===== src/rtl/tstamp_pkg.sv =====
package tstamp_pkg;
  localparam int unsigned REG_W  = 32;
  localparam int unsigned RUN_BIT = 8;
  localparam logic [7:0]  LO_OFS = 8'h60;
  localparam logic [7:0]  HI_OFS = 8'h64;

  typedef enum logic [1:0] {
    SEL_NONE = 2'd0,
    SEL_LO   = 2'd1,
    SEL_HI   = 2'd2
  } rd_sel_e;
endpackage


===== src/rtl/tstamp_decode.sv =====
module tstamp_decode
  import tstamp_pkg::*;
#(
  parameter int unsigned ADDR_W = 8
) (
  input  logic              req_i,
  input  logic              we_i,
  input  logic [ADDR_W-1:0] addr_i,
  input  logic [REG_W-1:0]  wdata_i,
  output rd_sel_e           rd_sel_o,
  output logic              rd_any_o,
  output logic              run_wr_o,
  output logic              run_val_o
);
  localparam logic [ADDR_W-1:0] LoA = ADDR_W'(LO_OFS);
  localparam logic [ADDR_W-1:0] HiA = ADDR_W'(HI_OFS);

  logic hit_lo, hit_hi;
  logic unused_wdata;

  assign hit_lo = (addr_i == LoA);
  assign hit_hi = (addr_i == HiA);

  assign rd_any_o  = req_i && !we_i;
  assign run_wr_o  = req_i && we_i && hit_hi;
  assign run_val_o = wdata_i[RUN_BIT];
  assign unused_wdata = ^wdata_i;

  always_comb begin
    rd_sel_o = SEL_NONE;
    if (rd_any_o) begin
      if (hit_lo)      rd_sel_o = SEL_LO;
      else if (hit_hi) rd_sel_o = SEL_HI;
    end
  end
endmodule


===== src/rtl/tstamp_count.sv =====
module tstamp_count #(
  parameter int unsigned CNT_W = 40
) (
  input  logic             clk_i,
  input  logic             rst_ni,
  input  logic             tick_i,
  input  logic             run_wr_i,
  input  logic             run_val_i,
  output logic [CNT_W-1:0] cnt_o,
  output logic             run_o
);
  logic [CNT_W-1:0] cnt_q;
  logic             run_q;

  always_ff @(posedge clk_i or negedge rst_ni) begin
    if (!rst_ni)       run_q <= 1'b0;
    else if (run_wr_i) run_q <= run_val_i;
  end

  // stopped counter is held at zero, so a restart begins from zero
  always_ff @(posedge clk_i or negedge rst_ni) begin
    if (!rst_ni)     cnt_q <= '0;
    else if (!run_q) cnt_q <= '0;
    else if (tick_i) cnt_q <= cnt_q + CNT_W'(1);
  end

  assign cnt_o = cnt_q;
  assign run_o = run_q;
endmodule


===== src/rtl/tstamp_snap.sv =====
module tstamp_snap
  import tstamp_pkg::*;
#(
  parameter int unsigned LO_W = 32,
  parameter int unsigned HI_W = 8,
  localparam int unsigned CNT_W = LO_W + HI_W
) (
  input  logic             clk_i,
  input  logic             rst_ni,
  input  rd_sel_e          rd_sel_i,
  input  logic             rd_any_i,
  input  logic [CNT_W-1:0] cnt_i,
  input  logic             run_i,
  output logic [HI_W-1:0]  shadow_o,
  output logic [REG_W-1:0] rdata_o,
  output logic             rvalid_o
);
  logic [HI_W-1:0]  shadow_q;
  logic [REG_W-1:0] rdata_d, rdata_q;
  logic             rvalid_q;

  always_ff @(posedge clk_i or negedge rst_ni) begin
    if (!rst_ni)                 shadow_q <= '0;
    else if (rd_sel_i == SEL_LO) shadow_q <= cnt_i[CNT_W-1:LO_W];
  end

  always_comb begin
    rdata_d = '0;
    unique case (rd_sel_i)
      SEL_LO: rdata_d[LO_W-1:0] = cnt_i[LO_W-1:0];
      SEL_HI: begin
        rdata_d[HI_W-1:0] = shadow_q;
        rdata_d[RUN_BIT]  = run_i;
      end
      default: rdata_d = '0;
    endcase
  end

  always_ff @(posedge clk_i or negedge rst_ni) begin
    if (!rst_ni) begin
      rdata_q  <= '0;
      rvalid_q <= 1'b0;
    end else begin
      rvalid_q <= rd_any_i;
      if (rd_any_i) rdata_q <= rdata_d;
    end
  end

  assign shadow_o = shadow_q;
  assign rdata_o  = rdata_q;
  assign rvalid_o = rvalid_q;
endmodule


===== src/rtl/tstamp_timer.sv =====
module tstamp_timer
  import tstamp_pkg::*;
#(
  parameter int unsigned LO_W   = 32,
  parameter int unsigned HI_W   = 8,
  parameter int unsigned ADDR_W = 8,
  localparam int unsigned CNT_W = LO_W + HI_W
) (
  input  logic              clk_i,
  input  logic              rst_ni,
  input  logic              tick_i,
  input  logic              req_i,
  input  logic              we_i,
  input  logic [ADDR_W-1:0] addr_i,
  input  logic [REG_W-1:0]  wdata_i,
  output logic [REG_W-1:0]  rdata_o,
  output logic              rvalid_o
);
  rd_sel_e          rd_sel;
  logic             rd_any, run_wr, run_val, run;
  logic [CNT_W-1:0] cnt;
  logic [HI_W-1:0]  shadow;

  tstamp_decode #(.ADDR_W(ADDR_W)) i_decode (
    .req_i     (req_i),
    .we_i      (we_i),
    .addr_i    (addr_i),
    .wdata_i   (wdata_i),
    .rd_sel_o  (rd_sel),
    .rd_any_o  (rd_any),
    .run_wr_o  (run_wr),
    .run_val_o (run_val)
  );

  tstamp_count #(.CNT_W(CNT_W)) i_count (
    .clk_i     (clk_i),
    .rst_ni    (rst_ni),
    .tick_i    (tick_i),
    .run_wr_i  (run_wr),
    .run_val_i (run_val),
    .cnt_o     (cnt),
    .run_o     (run)
  );

  tstamp_snap #(.LO_W(LO_W), .HI_W(HI_W)) i_snap (
    .clk_i    (clk_i),
    .rst_ni   (rst_ni),
    .rd_sel_i (rd_sel),
    .rd_any_i (rd_any),
    .cnt_i    (cnt),
    .run_i    (run),
    .shadow_o (shadow),
    .rdata_o  (rdata_o),
    .rvalid_o (rvalid_o)
  );
endmodule


===== config.mk =====
export PLATFORM = sky130hd
export DESIGN_NAME = tstamp_timer
export DESIGN_NICKNAME = d
export VERILOG_FILES = /design/src/rtl/tstamp_pkg.sv /design/src/rtl/tstamp_decode.sv /design/src/rtl/tstamp_count.sv /design/src/rtl/tstamp_snap.sv /design/src/rtl/tstamp_timer.sv
export SDC_FILE = /design/constraint.sdc
export NUM_CORES = 1
export LEC_CHECK = 0
export BUFFER_PORTS_ARGS = -buffer_cell sky130_fd_sc_hd__buf_2
export CAP_MARGIN = 25
export CORE_MARGIN = 3
export CORE_UTILIZATION = 25
export DETAILED_ROUTE_END_ITERATION = 6
export PLACE_DENSITY = 0.46
export SLEW_MARGIN = 15
export SYNTH_ARGS = -nofsm -noshare
export SYNTH_HDL_FRONTEND = slang
export SYNTH_SLANG_ARGS = --single-unit

===== constraint.sdc =====
create_clock -name clk_i -period 3.1 [get_ports clk_i]
set_input_delay 0.155 -clock clk_i [delete_from_list [all_inputs] [get_ports clk_i]]
set_output_delay 0.155 -clock clk_i [all_outputs]
set_load 0.02 [all_outputs]

== Word-level counts from Yosys, hierarchy flattened ==
Index checks and enable logic that the tools add are counted.

* Bits in registers: 82
* Latch bits: 0
* RAM bits: 0
* ROM bits: 0
* Input port bits: 45
* Output and inout bits: 33
* Logic and storage cells: 22
* Memories: 0

* $add $sub $neg: 1
* Multipliers: 0
* Divide/modulo/power cells: 0
* $lt $le $gt $ge: 0
* Equal/unequal tests: 5
* Shift operators: 0
* Mux-type cells: 7
* Bitwise operators: 0
* Reduce and logical (&&, ||, !) cells: 4

{| class="wikitable"
|+ Operators with widths
! operator !! number
|-
| $mux W40 || 2
|-
| $add A40 B1 Y40 const B || 1
|-
| $mux W23 || 1
|-
| $pmux W9 S2 || 1
|-
| $eq A8 B7 Y1 const B || 2
|-
| $mux W2 || 3
|-
| $logic_and A1 B1 Y1 || 3
|-
| $eq A2 B1 Y1 const B || 1
|-
| $eq A2 B2 Y1 const B || 1
|-
| $ne A2 B2 Y1 const B || 1
|-
| $logic_not A1 Y1 || 1
|}

== Logic depth before layout (Yosys ltp) ==
* Word-level depth: 6
* Depth in mapped cells: 7
* Gate-level depth less buffers: 6

== Cells and area by module ==
From an unflattened synthesis, not the netlist that was laid out.

* Cells, all modules: 403
* Area total of the unflattened synthesis: 3915.0 um^2

{| class="wikitable"
|+ By module, submodules not included
! module !! times used !! cells an instance !! area each (um^2) !! seq. area each (um^2)
|-
| tstamp_count || 1 || 231 || 2140.8 || 1026.0
|-
| tstamp_snap || 1 || 162 || 1707.9 || 1026.0
|-
| tstamp_decode || 1 || 10 || 66.3 || 0.0
|}

== Worst setup path before layout ==
Ideal clock, no wire load.

* Path type: reg2reg
* Start: register i_count.cnt_q[0], in the netlist i_count.cnt_o[0]
* End: register i_count.cnt_q[28], in the netlist i_count.cnt_o[28]
* Setup time: 0.078 ns
* Arrival: 1.910 ns
* Required time: 3.022 ns
* Slack: 1.113 ns
* Stages on the path, launching flop included: 8
* Path buffers: 1
* Period minus slack after synthesis: 1.987 ns
* Path through: dfrtp_1 ha_1 nand4_1 nor4_4 nand3_2 buf_2 or3_1 a21oi_1

* Word-level cells in the longest chain between the ends: 3

{| class="wikitable"
|+ Ends and longest elaborated chain
! item !! line !! RTL
|-
| start, declared || tstamp_count.sv:12 || <nowiki>logic [CNT_W-1:0] cnt_q;</nowiki>
|-
| start signal, assigned || tstamp_count.sv:24 || <nowiki>else if (tick_i) cnt_q <= cnt_q + CNT_W'(1);</nowiki>
|-
| $add A40 B1 Y40 || tstamp_count.sv:24 ||
|-
| $mux W40 || tstamp_count.sv:24 ||
|-
| $mux W40 || tstamp_count.sv:23 || <nowiki>else if (!run_q) cnt_q <= '0;</nowiki>
|}

No other way between the ends. The select of a mux whose other input is x is not followed.
A chain may end at the register's enable or synchronous reset.

== Worst setup path in the final report ==
* Start: register i_count.cnt_q[0], in the netlist i_count.cnt_o[0]
* End: register i_count.cnt_q[36], in the netlist i_count.cnt_o[36]

The elaborated chain is that of the path after synthesis.

==> flow_metrics.py <==
metrics = {
    "outcome": {
        "outcome": "finished, final reports clean",
    },
    "placement": {
        "port_buffers": 46,
        "post_dp_cell_area_sq_um": 4090,
        "preCtsSetupSlack_ps": 544,
        "dpl.hpwl_mm": 5.72,
        "place_congestion": 0.749,
        "placedCellCount": 554,
    },
    "grt": {
        "grt_pass1_wl_mm": 14.2,
        "antenna_found_initial": 0,
        "grt_pass1_vias": 2731,
        "grt_max_degree": 51,
        "overflow": 0,
        "grt.total_usage_pct": 10.9,
    },
    "clock_network": {
        "cts_buffer_depth": 2,
        "h-tree-depth": 3,
        "clk_latency_ps": 340,
        "cts-resized-gates": 0,
        "cts.hold.buffers_added": 1,
        "cts_root_buf": "clkbuf_16",
        "clk_pin_slew_ps": 60,
        "cts_sinks": 82,
        "postCtsSetupBuffers": 0,
        "numCtsBuffers": 9,
        "tritoncts": "built",
    },
    "timing": {
        "fin_hold_ws_ps": 52.2,
        "hold_viol": 0,
        "rsz0062_at_grt": "false",
        "fin_skew_ps": 8.99,
        "fin_crit_sh_pct": 83.4,
        "tns_ps": 0,
        "setup_viol": 0,
        "drv_slew": 0,
        "max_freq_mhz": 387,
        "tightest_slew_ps": 669,
        "fin_crit_ps": 2580,
        "slew_headroom_pct": 55.4,
        "fin_ws_ps": 516,
    },
    "floorplan": {
        "die_y_um": 127,
        "ios": 78,
        "rows": 43,
        "start_util_pct": 25.9,
        "core_sq_um": 14100,
        "die_width_um": 127,
        "fp.dieArea_sq_um": 16100,
    },
    "power": {
        "power.density_cell_area_nw_per_um2": 532,
        "vdd_drop_max_mv": 0.263,
        "power.leakage_nw": 1.97,
        "power_mw": 2.37,
    },
    "drt": {
        "via_per_inst": 4.83,
        "avgRoutedWirePerCell_um": 14.7,
        "first_iter_violations": 141,
        "postRouteAntennaNets": 0,
        "route.vias.total": 2757,
        "drtPass1Iterations": 4,
        "drt-total-wl_mm": 8.42,
        "drc": 0,
    },
    "logic_synthesis": {
        "netlist_instances": 340,
        "synth-seq-area-share_pct": 56.1,
        "synth_cell_types": 37,
        "synth_fp_nets": 386,
        "ys_ff_latch": 82,
        "ys_top_cells_by_area": "dfrtp_1 (56%), a22o_1 (5.5%), xor2_1 (4.8%), nand4_1 (3.8%), nor2_1 (3.3%)",
        "yosys.area.top_type_share_pct": 56.1,
        "yosys.area.top_type": "dfrtp_1",
        "avgSynthCellArea_sq_um": 10.8,
        "synth_area_sq_um": 3660,
        "yosysWarnings": 0,
    },
    "layout": {
        "fin_cells": 571,
        "layout_common_cells": "dfrtp_1 (82), buf_2 (45), nor2_1 (32), nand2_1 (23), a22o_1 (23)",
        "final_area_sq_um": 4450,
        "antennaDiodeCount": 0,
        "areaGrowthSynthToFinish_pct": 21.6,
        "nets": 432,
        "drive_above_1_share_pct": 20.7,
        "final_common_cell": "dfrtp_1",
        "utilization_pct": 31.6,
    },
    "setup_path": {
        "slowest_stage": "or4_1",
        "critical_path.startpoint_type": "flop",
        "required_ps": 3350,
        "crit_path_start": "i_count.cnt_o[0]$_DFFE_PN0P_",
        "cp_top_family": "simple AND/OR/NAND/NOR gates",
        "cp_cell_sequence": "ha_1 > nand4_1 > nor4_4 > nand3_2 > or4_1 > a21oi_1",
        "max_stage_delay_ps": 570,
        "cp_max_fo": 13,
        "crit_buf_inv": 0,
        "critPathCaptureType": "flop",
        "critPathKind": "reg2reg",
        "r2r-start": "i_count.cnt_o[0]$_DFFE_PN0P_",
        "critPathArrivalTime_ps": 2840,
    },
    "hold_path": {
        "worstHoldStart": "wdata_i[8]",
        "hp-class": "in2reg",
    },
    "job": {
        "cap_violations": 0,
    },
}
==> power breakdown <==
part | internal [mW] | leakage, nW | switching [mW]
clock | 0.794 | 0.167 | 0.445
sequential | 1.07 | 1.15 | 0.00145
combinational | 0.0129 | 0.659 | 0.0412
==> synthesized netlist by cell type (all sizes together) <==
cell / instances
a21oi: 12
a22o: 23
a22oi: 9
and2: 3
and3: 8
and4: 3
buf: 5
clkbuf: 12
dfrtp: 82
ha: 1
inv: 4
mux2: 9
mux2i: 1
nand2: 23
nand2b: 3
nand3: 15
nand4: 23
nor2: 32
nor2b: 1
nor3: 6
nor3b: 1
nor4: 2
nor4b: 1
o21ai: 20
o311ai: 1
o31ai: 1
o41ai: 1
or3: 11
or4: 1
xnor2: 6
xor2: 20
==> state kept, by name, indices dropped and copies added (netlist names) <==
signal and count:
i_snap.rdata_o 32, i_snap.rvalid_o 1, i_count.run_o 1, i_count.cnt_o 40
i_snap.shadow_o 8
==> layer usage <==
metal,wire [um],vias up,track usage (%)
met5,0,-,0
met4,207,0,5.80
met2,3910,55,17.0
met1,4010,1353,14.6
li1,-,1333,-
met3,300,16,1.77
==> logic make-up after synthesis <==
group,after synthesis,synth area share (%)
flops,82,56.1
compound gates,67,12.4
buf+inv,21,2.29
mux,10,3.04
fa+ha+maj,1,0.342
xor+xnor,26,6.23
simple gates,133,19.6
==> area by class of cell <==
type	count	area [sq um]
Tap cell	180	225
Clock buffer	9	225
Sequential cell	82	2050
Fill cell	1447	9650
Timing Repair Buffer	52	280
Multi-Input combinational cell	237	1530
Inverter	4	15.0
Clock inverter	7	124
==> worst reg2reg max path, cell delays in order, from the launching register on <==
cell     delay (ps)
dfrtp_1         440
ha_1            260
nand4_1         300
nor4_4          470
nand3_2         320
or4_1           570
a21oi_1         150
==> worst paths after layout <==
path                       depth (start not counted)                            end  slack (ps)
max in group asynchronous                          3  i_snap.rdata_o[8]$_DFFE_PN0N_        1980
max                                                6  i_count.cnt_o[36]$_DFFE_PN0P_         520
min reg2reg                                        2  i_snap.rdata_o[7]$_DFFE_PN0N_         480
max reg2reg                                        6  i_count.cnt_o[36]$_DFFE_PN0P_         520
min in group asynchronous                          2      i_snap.rvalid_o$_DFF_PN0_         390
min                                                2      i_count.run_o$_DFFE_PN0P_          50
Note: power is estimated with default switching activity, not from simulation.
